**config.mk**
```make
export PLATFORM = sky130hd
export DESIGN_NAME = sc_dup_adder
export DESIGN_NICKNAME = d
export VERILOG_FILES = /design/src/rtl/sc_pkg.sv /design/src/rtl/sc_rca.sv /design/src/rtl/sc_trc.sv /design/src/rtl/sc_dup_adder.sv
export SDC_FILE = /design/constraint.sdc
export NUM_CORES = 1
export LEC_CHECK = 0
export ABC_AREA = 1
export BUFFER_PORTS_ARGS = -buffer_cell sky130_fd_sc_hd__buf_2
export CAP_MARGIN = 20
export CELL_PAD_IN_SITES_DETAIL_PLACEMENT = 1
export CELL_PAD_IN_SITES_GLOBAL_PLACEMENT = 1
export CORE_MARGIN = 3
export CORE_UTILIZATION = 37
export DETAILED_ROUTE_END_ITERATION = 16
export GPL_TIMING_DRIVEN = 0
export PLACE_DENSITY = 0.9
export SLEW_MARGIN = 20
export SYNTH_ARGS = -nofsm -noshare
export SYNTH_HDL_FRONTEND = slang
export SYNTH_SLANG_ARGS = --single-unit
```
**constraint.sdc**
```tcl
create_clock -name clk -period 3.4 [get_ports clk]
set_input_delay 0.17 -clock clk [delete_from_list [all_inputs] [get_ports clk]]
set_output_delay 0.17 -clock clk [all_outputs]
set_load 0.05 [all_outputs]
```
**src/rtl/sc_pkg.sv**
```systemverilog
package sc_pkg;
  localparam int unsigned NETS_PER_BIT = 5;

  // Returns the forced value when this net is the selected one.
  function automatic logic stuck(input logic v, input int unsigned here,
                                 input int unsigned sel, input logic fv);
    return (sel == here) ? fv : v;
  endfunction

  // Golden sum for widths up to 16 bits.
  function automatic logic [16:0] add_ref(input logic [15:0] x, input logic [15:0] y,
                                          input logic c);
    return 17'(x) + 17'(y) + 17'(c);
  endfunction
endpackage

```
**src/rtl/sc_rca.sv**
```systemverilog
module sc_rca #(
  parameter int unsigned W      = 4,
  parameter int unsigned BASE   = 0,
  parameter int unsigned FSEL_W = 6
) (
  input  logic [W-1:0]      a,
  input  logic [W-1:0]      b,
  input  logic              cin,
  input  logic [FSEL_W-1:0] fsel,
  input  logic              fval,
  output logic [W:0]        res
);
  logic [W:0] c;
  assign c[0] = cin;

  for (genvar i = 0; i < W; i++) begin : g_bit
    localparam int unsigned IX = BASE + sc_pkg::NETS_PER_BIT * i;
    logic p, g, s, t;
    assign p        = sc_pkg::stuck(a[i] ^ b[i], IX,     32'(fsel), fval);
    assign g        = sc_pkg::stuck(a[i] & b[i], IX + 1, 32'(fsel), fval);
    assign s        = sc_pkg::stuck(p ^ c[i],    IX + 2, 32'(fsel), fval);
    assign t        = sc_pkg::stuck(p & c[i],    IX + 3, 32'(fsel), fval);
    assign c[i+1]   = sc_pkg::stuck(g | t,       IX + 4, 32'(fsel), fval);
    assign res[i]   = s;
  end

  assign res[W] = c[W];
endmodule

```
**src/rtl/sc_trc.sv**
```systemverilog
module sc_trc #(
  parameter int unsigned BASE   = 0,
  parameter int unsigned FSEL_W = 6
) (
  input  logic [1:0]        x,
  input  logic [1:0]        y,
  input  logic [FSEL_W-1:0] fsel,
  input  logic              fval,
  output logic [1:0]        z
);
  assign z[0] = sc_pkg::stuck((x[0] & y[0]) | (x[1] & y[1]), BASE,     32'(fsel), fval);
  assign z[1] = sc_pkg::stuck((x[0] & y[1]) | (x[1] & y[0]), BASE + 1, 32'(fsel), fval);
endmodule

```
**src/rtl/sc_dup_adder.sv**
```systemverilog
module sc_dup_adder #(
  parameter int unsigned W      = 4,
  parameter int unsigned FSEL_W = 6
) (
  input  logic              clk,
  input  logic              rst,
  input  logic [W-1:0]      a,
  input  logic [W-1:0]      b,
  input  logic              cin,
  input  logic [FSEL_W-1:0] flt_sel,
  input  logic              flt_val,
  output logic [W-1:0]      sum_q,
  output logic              cout_q,
  output logic [1:0]        err_rail
);
  localparam int unsigned NO        = W + 1;
  localparam int unsigned COPY_NETS = sc_pkg::NETS_PER_BIT * W;
  localparam int unsigned B_BASE    = COPY_NETS;
  localparam int unsigned INV_BASE  = 2 * COPY_NETS;
  localparam int unsigned CELL_BASE = INV_BASE + NO;

  logic [W:0] res_a, res_b;
  logic [1:0] pr  [NO];
  logic [1:0] acc [NO];
  logic [1:0] err_d;

  sc_rca #(.W(W), .BASE(0), .FSEL_W(FSEL_W)) u_copy_a (
    .a(a), .b(b), .cin(cin), .fsel(flt_sel), .fval(flt_val), .res(res_a));

  sc_rca #(.W(W), .BASE(B_BASE), .FSEL_W(FSEL_W)) u_copy_b (
    .a(a), .b(b), .cin(cin), .fsel(flt_sel), .fval(flt_val), .res(res_b));

  // Pair each copy-A bit with the inverted copy-B bit: agreement gives a code word.
  for (genvar i = 0; i < NO; i++) begin : g_pair
    assign pr[i][0] = res_a[i];
    assign pr[i][1] = sc_pkg::stuck(~res_b[i], INV_BASE + i, 32'(flt_sel), flt_val);
  end

  assign acc[0] = pr[0];
  for (genvar k = 1; k < NO; k++) begin : g_chain
    sc_trc #(.BASE(CELL_BASE + 2 * (k - 1)), .FSEL_W(FSEL_W)) u_cell (
      .x(acc[k-1]), .y(pr[k]), .fsel(flt_sel), .fval(flt_val), .z(acc[k]));
  end

  assign err_d = acc[NO-1];

  always_ff @(posedge clk) begin
    if (rst) begin
      sum_q    <= '0;
      cout_q   <= 1'b0;
      err_rail <= 2'b01;
    end else begin
      sum_q    <= res_a[W-1:0];
      cout_q   <= res_a[W];
      err_rail <= err_d;
    end
  end
endmodule

```
==> results of run 1 <==
[per-stage QoR]
stage          TNS [ns]  hold WS (ns)  setup slack [ns]  total power (W)  instance area (sq um)
2_1_floorplan         0         0.239             0.525         0.000312                   1330
3_3_place_gp     -0.194         0.445            -0.107         0.000382                   1510
3_5_place_dp     -0.288         0.449            -0.159         0.000392                   1510
4_1_cts               0         0.163             0.110         0.000476                   1530
5_1_grt               0         0.186           0.00488         0.000526                   1570
6_report              0         0.173             0.327         0.000478                   1570
[cell families (layout without fill, tap and decap cells)]
logic type / Yosys count / count (layout) / synth area share
compound gates: 48 / 48 / 0.196
fa+ha+maj: 12 / 12 / 0.113
buf+inv: 40 / 68 / 0.115
simple gates: 145 / 145 / 0.471
flops: 7 / 7 / 0.105
[power by group through the flow]
stage	Sequential [W]	Clock [W]	Combinational, W
2_1_floorplan	0.000151	0	0.000162
3_3_place_gp	0.0000997	0	0.000282
3_5_place_dp	0.000101	0	0.000291
4_1_cts	0.0000993	0.0000848	0.000292
5_1_grt	0.0000999	0.0000878	0.000338
6_report	0.0000989	0.0000821	0.000297
[cell usage in the layout (no fill, tap or decap), types with 7 or more instances in the layout]
cell type / count
o21ai_0: 25
buf_2: 26
nand3_1: 32
nand2_1: 64
inv_2: 8
o21ai_1: 8
nor2_1: 31
ha_1: 12
inv_1: 27
dfxtp_1: 7
a21oi_1: 7
[sequential cells by signal, summed over array words and instances, names as in the netlist]
signal and count:
cout_q 1, err_rail 2, sum_q 4
[layout make-up]
| class | count | area [sq um] |
|---|---|---|
| plain buffers | 4 | 18.8 |
| inverters | 36 | 135 |
| clock buffers | 4 | 26.3 |
| repair buffers | 24 | 123 |
| flip-flops and latches | 7 | 140 |
| well taps | 46 | 57.6 |
| fillers | 513 | 1820 |
| multi-input cells | 205 | 1070 |
[routing by layer]
layer / routed length (um) / vias up / global-route usage
li1: - / 886 / -
met5: 0 / - / 0
met3: 278 / 9 / 0.0357
met1: 2030 / 823 / 0.274
met2: 2370 / 50 / 0.421
met4: 81 / 0 / 0.0812
[critical path, cell delays in order]
cell and delay, ns:
buf_2 0.18, inv_2 0.10, buf_2 0.25, buf_2 0.29, nor2_1 0.14, nand2_1 0.09, nand2_1 0.05, ha_1 0.17
nand2_1 0.07, nand3_1 0.08, ha_1 0.20, nand2_1 0.07, nand3_1 0.08, ha_1 0.19, nand2_1 0.06, nand3_1 0.08
ha_1 0.29, o21ai_0 0.07, o21ai_1 0.16, nand3_1 0.11, nand3b_1 0.12, nand3_1 0.08, nand2_1 0.09, nand2_1 0.05
nand2_1 0.04
[synth_stat cells (all sizes together)]
master | number | share of area
a21oi | 7 | 0.026
clkinv | 1 | 0.0028
nand3b | 1 | 0.0056
a32o | 1 | 0.0075
nor3 | 2 | 0.0075
inv | 35 | 0.099
o31ai | 1 | 0.0056
a31oi | 3 | 0.014
nand4 | 1 | 0.0047
o211ai | 1 | 0.0056
ha | 12 | 0.11
buf | 2 | 0.0075
nand2 | 69 | 0.20
clkbuf | 2 | 0.0056
nand3 | 32 | 0.12
o311ai | 2 | 0.013
o21ai | 33 | 0.12
dfxtp | 7 | 0.11
nor2 | 40 | 0.13
[how the worst max path moves through the flow]
stage	end	slack, ns
CTS	err_rail[0]	0.11
global route	err_rail[0]	0.005
detailed placement	err_rail[0]	-0.16
floorplan	err_rail[1]	0.53
finish	err_rail[0]	0.33
global placement	err_rail[1]	-0.11
[timing repair]
item,in CTS,in global routing
endpoints found under the setup margin,0,2
setup buffers,0,1
gates resized for setup,0,15
hold endpoints to repair,0,0
==> flow_summary.rst, run 1 <==
.. list-table::
   :header-rows: 1

   * - Metric
     - Value
   * - Run status
     - finished clean
   * - Warnings from Yosys
     - 0
   * - Pre-antenna DRT Iters
     - 4
   * - Clock network fraction of total power
     - 0.172
   * - Total number of nets in the final design
     - 311
   * - Int Power
     - between 0.0002 and 0.00025 W
   * - Seq cells post-synth
     - 7
   * - Max-slew violations
     - 0
   * - Proportion of power drawn by flip-flops and latches
     - 0.207
   * - Clk buf depth
     - 2
   * - Fraction of final layout cells sized beyond drive strength 1
     - 0.186
   * - Normalized max-slew margin
     - 0.633
   * - Start point of the critical path
     - flt_val
   * - Maximum number of pins on one net before global-route repair
     - 11
   * - Sink Count
     - 7
   * - I/O pin cnt
     - 25
   * - CTS Hold Bufs
     - 0
   * - Number of distinct library cell variants in the gate-level netlist after synthesis
     - 24
   * - Total leakage power
     - ~0.74 nW
   * - Post-synthesis instance total
     - ~250
   * - Depth of the CTS H-tree
     - 1
   * - Routability-driven placement congestion ratio
     - 0.881
   * - Shortest period the worst path allows
     - around 3 ns
   * - Number of DRC violations after detailed routing
     - 0
   * - Final cell count without fillers
     - 326
   * - Total power density per cell area
     - ~300 nW/um^2
   * - DPL Wire Length
     - ~3900 um
   * - End point of the worst hold path
     - sum_q[1]
   * - Antenna fix cells
     - 0
   * - Area added between synthesis and finish
     - 17.8%
   * - Reported max-cap violation count
     - 0
   * - Vertical die dimension
     - between 60 and 70 um
   * - Synthesized netlist net count
     - between 200 and 300
   * - Max VDD drop
     - roughly 0.096 mV
   * - Clock buffers created by TritonCTS
     - 3
   * - Clock slew seen by the registers of the worst setup and hold paths
     - roughly 0.06 ns
   * - Wire length of the first global-routing pass
     - approximately 7900 um
   * - Number of global-route vias before repair
     - 1790
   * - Vias
     - around 1800
   * - Via density per instance
     - between 5 and 6
   * - Transition time at the pin with the least slew margin
     - between 0.5 and 0.6 ns
   * - Root buffer cell
     - clkbuf_4
   * - Setup repair after global routing missed its margin
     - false
   * - Startpoint Class
     - primary input
   * - Critical Path AT
     - approximately 3.3 ns
   * - Cells after DPL
     - 321
   * - Core area
     - around 3400 sq um
   * - Port Buffers
     - 23
   * - Antenna violations before repair
     - 0
   * - Die outline width
     - ~66 um
   * - Total wirelength of the detailed-routed design
     - roughly 4800 um
   * - Avg Synthesized Cell Area
     - about 5.3 sq um
   * - Max frequency
     - 325 MHz
   * - Fin crit share
     - 0.904
   * - Crit path max fanout
     - 10
   * - Hold wc startpoint
     - rst
   * - Clock tree from TritonCTS
     - done
   * - Worst endpoint required time
     - ~3.6 ns
   * - Logic pwr share
     - 0.621
   * - Mapped Area
     - between 1000 and 1500 sq um
   * - Total setup violations reported at the end of the flow
     - 0
   * - Worst setup path class
     - in -> reg
   * - Sequential share of the synthesized area
     - 0.105
   * - Starting density of the core
     - 0.393
   * - Final Hold Vio Count
     - 0
   * - Cells on Worst Hold Path
     - 2
   * - Switching power share of the total
     - 0.507
   * - Worst Hold Class
     - in -> reg
   * - Total congestion overflow after global routing
     - 0
   * - P_sw
     - about 0.00024 W
   * - Worst Setup End Kind
     - flip-flop
   * - Standard-cell rows
     - 21
   * - Wire per inst
     - 14.6 um
   * - Share of the core filled with cells
     - 0.463
   * - GRT Util Overall
     - 0.232
   * - Die outline area
     - between 4000 and 5000 sq um
   * - Initial DRC count
     - 69
   * - Final ANT Viol Nets
     - 0
(Power assumes the default switching activity.)
==> run 2: changes to the inputs <==
==> constraint.sdc (replaced) <==
create_clock -name clk -period 3.4 [get_ports clk]
set_input_delay 0.68 -clock clk [delete_from_list [all_inputs] [get_ports clk]]
set_output_delay 0.68 -clock clk [all_outputs]
set_load 0.05 [all_outputs]
==> flow_summary.rst, run 2 (synthesis results as in run 1) <==
.. list-table::
   :header-rows: 1

   * - Metric
     - Value
   * - Run status
     - complete, but fails checks
   * - Violated checks
     - negative setup slack
   * - Max reg flops
     - 4 (unchanged)
   * - Total power of the final layout
     - 0.000524 W (+9.7%)
   * - Worst setup path class
     - in -> reg
   * - Master of the slowest instance on the critical path
     - clkbuf_1
   * - Sum of buffers and inverters on the critical path
     - 2 (-2)
   * - I/O pin cnt
     - 25 (unchanged)
   * - Total Negative Setup Slacks
     - -0.380 ns (-0.380 ns)
   * - Final Worst Setup Slack
     - -0.197 ns (-0.524 ns)
   * - Root buffer cell
     - clkbuf_4
   * - Total setup violations reported at the end of the flow
     - 2 (+2)
   * - Sink Count
     - 7 (unchanged)
   * - Reported max-cap violation count
     - 0 (unchanged)
   * - Worst Hold Class
     - in -> reg
   * - Wire length of the first global-routing pass
     - 8450 um (+7.0%)
   * - Most common cell after layout, fill and taps aside
     - nand2_1
   * - Fin crit share
     - 1.06 (+0.154)
   * - Worst endpoint required time
     - 3.61 ns (about the same)
   * - Max VDD drop
     - 0.118 mV (+22%)
   * - Vias
     - 1988 (+12%)
   * - Clk buf depth
     - 2 (unchanged)
   * - Fraction of final layout cells sized beyond drive strength 1
     - 0.255 (+0.0695)
   * - Standard-cell rows
     - 21 (unchanged)
   * - DPL Wire Length
     - 3870 um (unchanged)
   * - Total wirelength of the detailed-routed design
     - 6180 um (+30%)
   * - Shortest period the worst path allows
     - 3.60 ns (+0.524 ns)
   * - Via density per instance
     - 5.92 (+9.1%)
   * - Port Buffers
     - 23 (unchanged)
   * - Initial DRC count
     - 109 (+58%)
   * - Setup repair after global routing missed its margin
     - true
   * - Number of global-route vias before repair
     - 1874 (+4.7%)
   * - Critical Path AT
     - 3.81 ns (+0.53 ns)
   * - Normalized max-slew margin
     - 0.622 (-0.0103)
   * - Final ANT Viol Nets
     - 0 (unchanged)
   * - Transition time at the pin with the least slew margin
     - 0.558 ns (+0.0152 ns)
   * - Startpoint Class
     - primary input
   * - Delay contributed by the slowest stage of the critical path
     - 0.41 ns (+0.12 ns)
   * - Antenna fix cells
     - 0 (unchanged)
   * - Maximum number of pins on one net before global-route repair
     - 11 (unchanged)
   * - Total number of nets in the final design
     - 321 (+3.2%)
   * - Final Hold Vio Count
     - 0 (unchanged)
   * - Vertical die dimension
     - 66.0 um (unchanged)
   * - Crit path max-delay family
     - simple AND/OR/NAND/NOR gates
   * - Pre-antenna DRT Iters
     - 4 (unchanged)
   * - Most used cells in the layout excluding fill and tap cells
     - 63 x nand2_1, 31 x nand3_1, 27 x nor2_1
   * - Largest register by flop count
     - sum_q
   * - Clock buffers created by TritonCTS
     - 3 (unchanged)
   * - Die outline area
     - 4360 sq um (unchanged)
   * - Core area
     - 3390 sq um (unchanged)
   * - GRT Util Overall
     - 0.251 (+0.0187)
   * - Routability-driven placement congestion ratio
     - 0.881 (unchanged)
   * - Starting density of the core
     - 0.393 (unchanged)
   * - Total leakage power
     - 0.815 nW (+9.4%)
   * - Top flop regs
     - sum_q: 4 flops, err_rail: 2 flops, cout_q: 1 flops
   * - CTS Hold Bufs
     - 0 (unchanged)
   * - Post-route design area
     - 1740 sq um (+11%)
   * - Depth of the CTS H-tree
     - 1 (unchanged)
   * - Die outline width
     - 66.0 um (unchanged)
   * - Total congestion overflow after global routing
     - 0 (unchanged)
   * - Most prevalent standard cell on the critical path
     - nand2_1
   * - Wire per inst
     - 18.4 um (+26%)
   * - Max-slew violations
     - 0 (unchanged)
   * - Crit path max fanout
     - 10 (unchanged)
   * - Total power density per cell area
     - 302 nW/um^2 (-0.76%)
   * - Antenna violations before repair
     - 0 (unchanged)
   * - Max frequency
     - 278 MHz (-15%)
   * - Number of DRC violations after detailed routing
     - 0 (unchanged)
   * - Cell-by-cell listing of the critical path
     - buf_2 > nor2_2 > clkbuf_1 > o21ai_0 > nand2_1 > nand3_1 > ha_1 > nand2_1 > nand3_1 > ha_1 > nand2_1 > nand3_1 > ha_1 > o21ai_0 > o21ai_1 > nand3_1 > nand3b_1 > nand3_1 > nand2_1 > nand2_1 > nand2_1
   * - Worst Setup End Kind
     - flip-flop
   * - Cell Area, Placed
     - 1510 sq um (unchanged)
   * - Area added between synthesis and finish
     - 30.2%
   * - Clock slew seen by the registers of the worst setup and hold paths
     - 0.06 ns (about the same)
   * - Clock tree from TritonCTS
     - done
-- run 2: changes by cell type in the layout (fill, tap and decap cells not counted), sizes merged --
cell    previous run  this run
clkbuf             5         7
buf               27        35
-- run 2: timing repair --
action,CTS,global route
pin swaps,12,16
gates cloned,0,0
resized for setup,27,18
setup endpoints to repair,4,2
setup buffers,4,7
-- run 2: worst paths after layout --
path | start | to | slack [ns] | cells past startpoint
max | flt_sel[4] | err_rail[0] | -0.20 | 21
min | rst | sum_q[1] | 0.68 | 2
-- run 2: per-layer routing --
layer / vias to the layer above / share of wire / global-route usage
li1: 909 / - / -
met1: 946 / 0.39 / 0.300
met2: 108 / 0.49 / 0.454
met3: 25 / 0.079 / 0.0357
met4: 0 / 0.046 / 0.0838
met5: - / 0 / 0
-- run 2: final cells by class --
class | count | area (sq um)
Multi-Input combinational cell | 205 | 1110
Clock buffer | 4 | 26.3
Timing Repair Buffer | 34 | 228
Fill cell | 503 | 1650
Inverter | 36 | 138
Buffer | 4 | 33.8
Sequential cell | 7 | 140
Tap cell | 46 | 57.6
-- run 2: per-stage QoR --
| step | utilization | setup slack, ns | std cells | hold WS [ns] |
|---|---|---|---|---|
| 2_1_floorplan | - | 0.0152 | 252 | 0.749 |
| 3_3_place_gp | 0.444 | -0.617 | 321 | 0.955 |
| 3_5_place_dp | 0.444 | -0.669 | 321 | 0.959 |
| 4_1_cts | 0.479 | 0.00232 | 329 | 0.673 |
| 5_1_grt | 0.512 | -0.484 | 336 | 0.695 |
| 6_report | 0.512 | -0.197 | 336 | 0.677 |
-- run 2: where the power goes --
part	internal, W	total [W]	leakage [nW]	switching, W
sequential	0.0000960	0.0000993	0.0583	0.00000333
clock	0.0000454	0.0000848	0.0150	0.0000395
combinational	0.000114	0.000340	0.741	0.000226
total	0.000255	0.000524	0.815	0.000269
==> run 3: changes to the inputs <==
--- a/config.mk
+++ b/config.mk
@@ -11,11 +11,11 @@
 export CELL_PAD_IN_SITES_DETAIL_PLACEMENT = 1
 export CELL_PAD_IN_SITES_GLOBAL_PLACEMENT = 1
 export CORE_MARGIN = 3
-export CORE_UTILIZATION = 37
+export CORE_UTILIZATION = 39
 export DETAILED_ROUTE_END_ITERATION = 16
-export GPL_TIMING_DRIVEN = 0
 export PLACE_DENSITY = 0.9
 export SLEW_MARGIN = 20
 export SYNTH_ARGS = -nofsm -noshare
 export SYNTH_HDL_FRONTEND = slang
+export SYNTH_HIERARCHICAL = 1
 export SYNTH_SLANG_ARGS = --single-unit
==> flow_summary.rst, run 3 <==
.. list-table::
   :header-rows: 1

   * - Metric
     - Value
   * - Warnings from Yosys
     - 6 (+6)
   * - Port Buffers
     - 24 (+4.3%)
   * - Total wirelength of the detailed-routed design
     - 9650 um (+56%)
   * - Vertical die dimension
     - 76.3 um (+16%)
   * - Total power density per cell area
     - 299 nW/um^2 (-1.1%)
   * - Area added between synthesis and finish
     - 35.8%
   * - Synthesized netlist net count
     - 403 (+43%)
   * - Delay contributed by the slowest stage of the critical path
     - 0.28 ns (-0.13 ns)
   * - Wire length of the first global-routing pass
     - 13500 um (+60%)
   * - Depth of the CTS H-tree
     - 1 (unchanged)
   * - Total number of nets in the final design
     - 469 (+46%)
   * - Worst endpoint required time
     - 3.53 ns (-0.08 ns)
   * - Fin crit share
     - 1.17 (+0.111)
   * - Post-synthesis instance total
     - 369 (+46%)
   * - Hold wc startpoint
     - rst
   * - Total congestion overflow after global routing
     - 0 (unchanged)
   * - Wire per inst
     - 19.3 um (+5.1%)
   * - Top cells by count, synth
     - 137 x nand2_1, 45 x inv_1, 40 x nand3_1
   * - Max reg flops
     - 4 (unchanged)
   * - Proportion of register bits with asynchronous set or reset after synthesis
     - 0 (unchanged)
   * - Core area
     - 4560 sq um (+35%)
   * - Fill cell instance count of the final layout
     - 711 (+41%)
   * - Number of global-route vias before repair
     - 2841 (+52%)
   * - Initial DRC count
     - 316 (+190%)
   * - GRT Util Overall
     - 0.283 (+0.0322)
   * - Total power of the final layout
     - 0.000782 W (+49%)
   * - Pre-antenna DRT Iters
     - 5 (+1)
   * - Final Worst Setup Slack
     - -0.576 ns (-0.379 ns)
   * - Master of the slowest instance on the critical path
     - ha_1
   * - Number of DRC violations after detailed routing
     - 0 (unchanged)
   * - Total leakage power
     - 1.46 nW (+79%)
   * - Transition time at the pin with the least slew margin
     - 0.360 ns (-0.198 ns)
   * - Sequential share of the synthesized area
     - 0.0727 (-0.0324)
   * - Most used cells in the layout excluding fill and tap cells
     - 120 x nand2_1, 47 x buf_4, 44 x inv_1
   * - Sequential cell area
     - 140 sq um (unchanged)
   * - Library cell with the largest summed area after synthesis
     - nand2_1
   * - Worst Setup End Kind
     - flip-flop
   * - Run status
     - complete, but fails checks
   * - DPL Wire Length
     - 6550 um (+69%)
   * - Cells after DPL
     - 491 (+53%)
   * - Clk buf depth
     - 2 (unchanged)
   * - Multi-input combinational cell area
     - 1620 sq um (+45%)
   * - Critical Path AT
     - 4.10 ns (+0.29 ns)
   * - Clock slew seen by the registers of the worst setup and hold paths
     - 0.05 ns (about the same)
   * - Worst setup path class
     - in -> reg
   * - Max-slew violations
     - 0 (unchanged)
   * - Total setup violations reported at the end of the flow
     - 3 (+1)
   * - Most common cell after layout, fill and taps aside
     - nand2_1
   * - Avg Synthesized Cell Area
     - 5.22 sq um (-1.2%)
   * - Via density per instance
     - 5.78 (-2.3%)
   * - Top flip-flop cell by instance count after synthesis
     - dfxtp_1
   * - Seq cells post-synth
     - 7 (unchanged)
   * - Maximum number of pins on one net before global-route repair
     - 22 (+11)
   * - Mapped Area
     - 1930 sq um (+45%)
   * - Violated checks
     - negative setup slack
   * - Max frequency
     - 252 MHz (-9.5%)
   * - CTS Hold Bufs
     - 0 (unchanged)
   * - Number of distinct library cell variants in the gate-level netlist after synthesis
     - 24 (unchanged)
   * - Clock buffers created by TritonCTS
     - 3 (unchanged)
   * - Setup repair after global routing missed its margin
     - true
   * - Top-count cell post-synth
     - nand2_1
   * - Cells on Worst Hold Path
     - 2 (unchanged)
   * - Sum of buffers and inverters on the critical path
     - 3 (+1)
   * - Startpoint Class
     - primary input
   * - Vias
     - 2885 (+45%)
   * - Most prevalent standard cell on the critical path
     - nand2_1
   * - I/O pin cnt
     - 25 (unchanged)
   * - Crit path max-delay family
     - simple AND/OR/NAND/NOR gates
   * - Sink Count
     - 7 (unchanged)
   * - Routability-driven placement congestion ratio
     - 0.871 (-1.2%)
   * - Synth top area cells
     - nand2_1 27%, ha_1 10%, nand3_1 10%, inv_1 8.8%, dfxtp_1 7.3%
   * - Die outline area
     - 5820 sq um (+34%)
   * - Die outline width
     - 76.3 um (+16%)
   * - Number of synthesized flops with an enable pin
     - 0 (unchanged)
   * - Worst slack at placement
     - -0.672 ns (-0.00299 ns)
   * - Max VDD drop
     - 0.147 mV (+25%)
   * - Clock tree from TritonCTS
     - done
   * - Top flop regs
     - sum_q: 4 flops, err_rail: 2 flops, cout_q: 1 flops
   * - Normalized max-slew margin
     - 0.759 (+0.137)
   * - Fraction of final layout cells sized beyond drive strength 1
     - 0.348 (+0.0928)
   * - Worst Hold Class
     - in -> reg
   * - Total Negative Setup Slacks
     - -1.32 ns (-0.945 ns)
   * - Antenna violations before repair
     - 0 (unchanged)
   * - Antenna fix cells
     - 0 (unchanged)
   * - End point of the worst hold path
     - sum_q[0]
   * - Starting density of the core
     - 0.422 (+0.0290)
   * - Fraction of post-synthesis cell area in the top cell type by area
     - 0.267 (+0.0810)
   * - Final ANT Viol Nets
     - 0 (unchanged)
   * - Largest register by flop count
     - sum_q
   * - Reported max-cap violation count
     - 0 (unchanged)
   * - Standard-cell rows
     - 24 (+14%)
   * - Final cell count without fillers
     - 499 (+49%)
   * - Final Hold Vio Count
     - 0 (unchanged)
   * - Shortest period the worst path allows
     - 3.98 ns (+0.379 ns)
   * - Crit path max fanout
     - 3 (-7)
   * - Root buffer cell
     - clkbuf_8
run 3: cell types whose count changed in the layout (fill, tap and decap cells not counted), moves of 6 or more:
cell / before / now
nand2_1: 63 / 120
buf_4: 11 / 47
nand2_2: 4 / 24
o21ai_0: 22 / 3
inv_1: 26 / 44
inv_2: 8 / 15
nand3_1: 31 / 38
nor2_1: 27 / 33
run 3: worst max path at each step:
stage                             end  slack [ns]  cells after the start       start
final                     err_rail[0]       -0.58                     35  flt_sel[5]
after global routing      err_rail[0]       -0.75                     35  flt_sel[5]
after CTS                 err_rail[0]       -0.40                     38  flt_sel[5]
after detailed placement  err_rail[0]       -0.67                     38  flt_sel[5]
after global placement    err_rail[0]       -0.38                     38  flt_sel[5]
after floorplan           err_rail[0]       -0.10                     37  flt_sel[1]
run 3: power breakdown:
| group | total, W | internal [W] | switching, W |
|---|---|---|---|
| Sequential | 0.000100 | 0.0000963 | 0.00000392 |
| Clock | 0.000126 | 0.0000818 | 0.0000440 |
| Combinational | 0.000556 | 0.000187 | 0.000369 |
| Total | 0.000782 | 0.000365 | 0.000417 |
run 3: cell families (layout without fill, tap and decap cells):
kind of cell	count (synthesis)	in the layout	share of synthesized area
and+or+nand+nor	252	252	0.603
buffers and inverters	71	136	0.156
AOI/OAI and AO/OA	23	23	0.0636
adders and majority gates	16	16	0.104
DFF	7	7	0.0727
run 3: through the flow:
stage                util  cell area, sq um  hold WS, ns
finish              0.573              2620        0.732
global route        0.573              2620        0.732
CTS                 0.554              2530        0.731
detailed placement  0.531              2420        0.964
global placement    0.531              2420        0.933
floorplan               -              1990        0.751
run 3: cell type report:
class | instances | share of cell area
sequential | 7 | 0.0536
multi-input combinational | 291 | 0.618
inverter | 61 | 0.0885
timing repair buffer | 71 | 0.192
clock buffer | 4 | 0.0172
tap | 65 | 0.0311
run 3: per-layer routing:
metal	track usage	routed length, um
met1	0.344	3910
met2	0.520	4690
met3	0.0331	691
met4	0.0779	357
met5	0	0
run 3: timing repair:
action                                  in CTS  in global routing
resized for setup                           13                 25
setup buffers                                3                  1
pin swaps                                   20                 27
endpoints found under the setup margin       2                  4
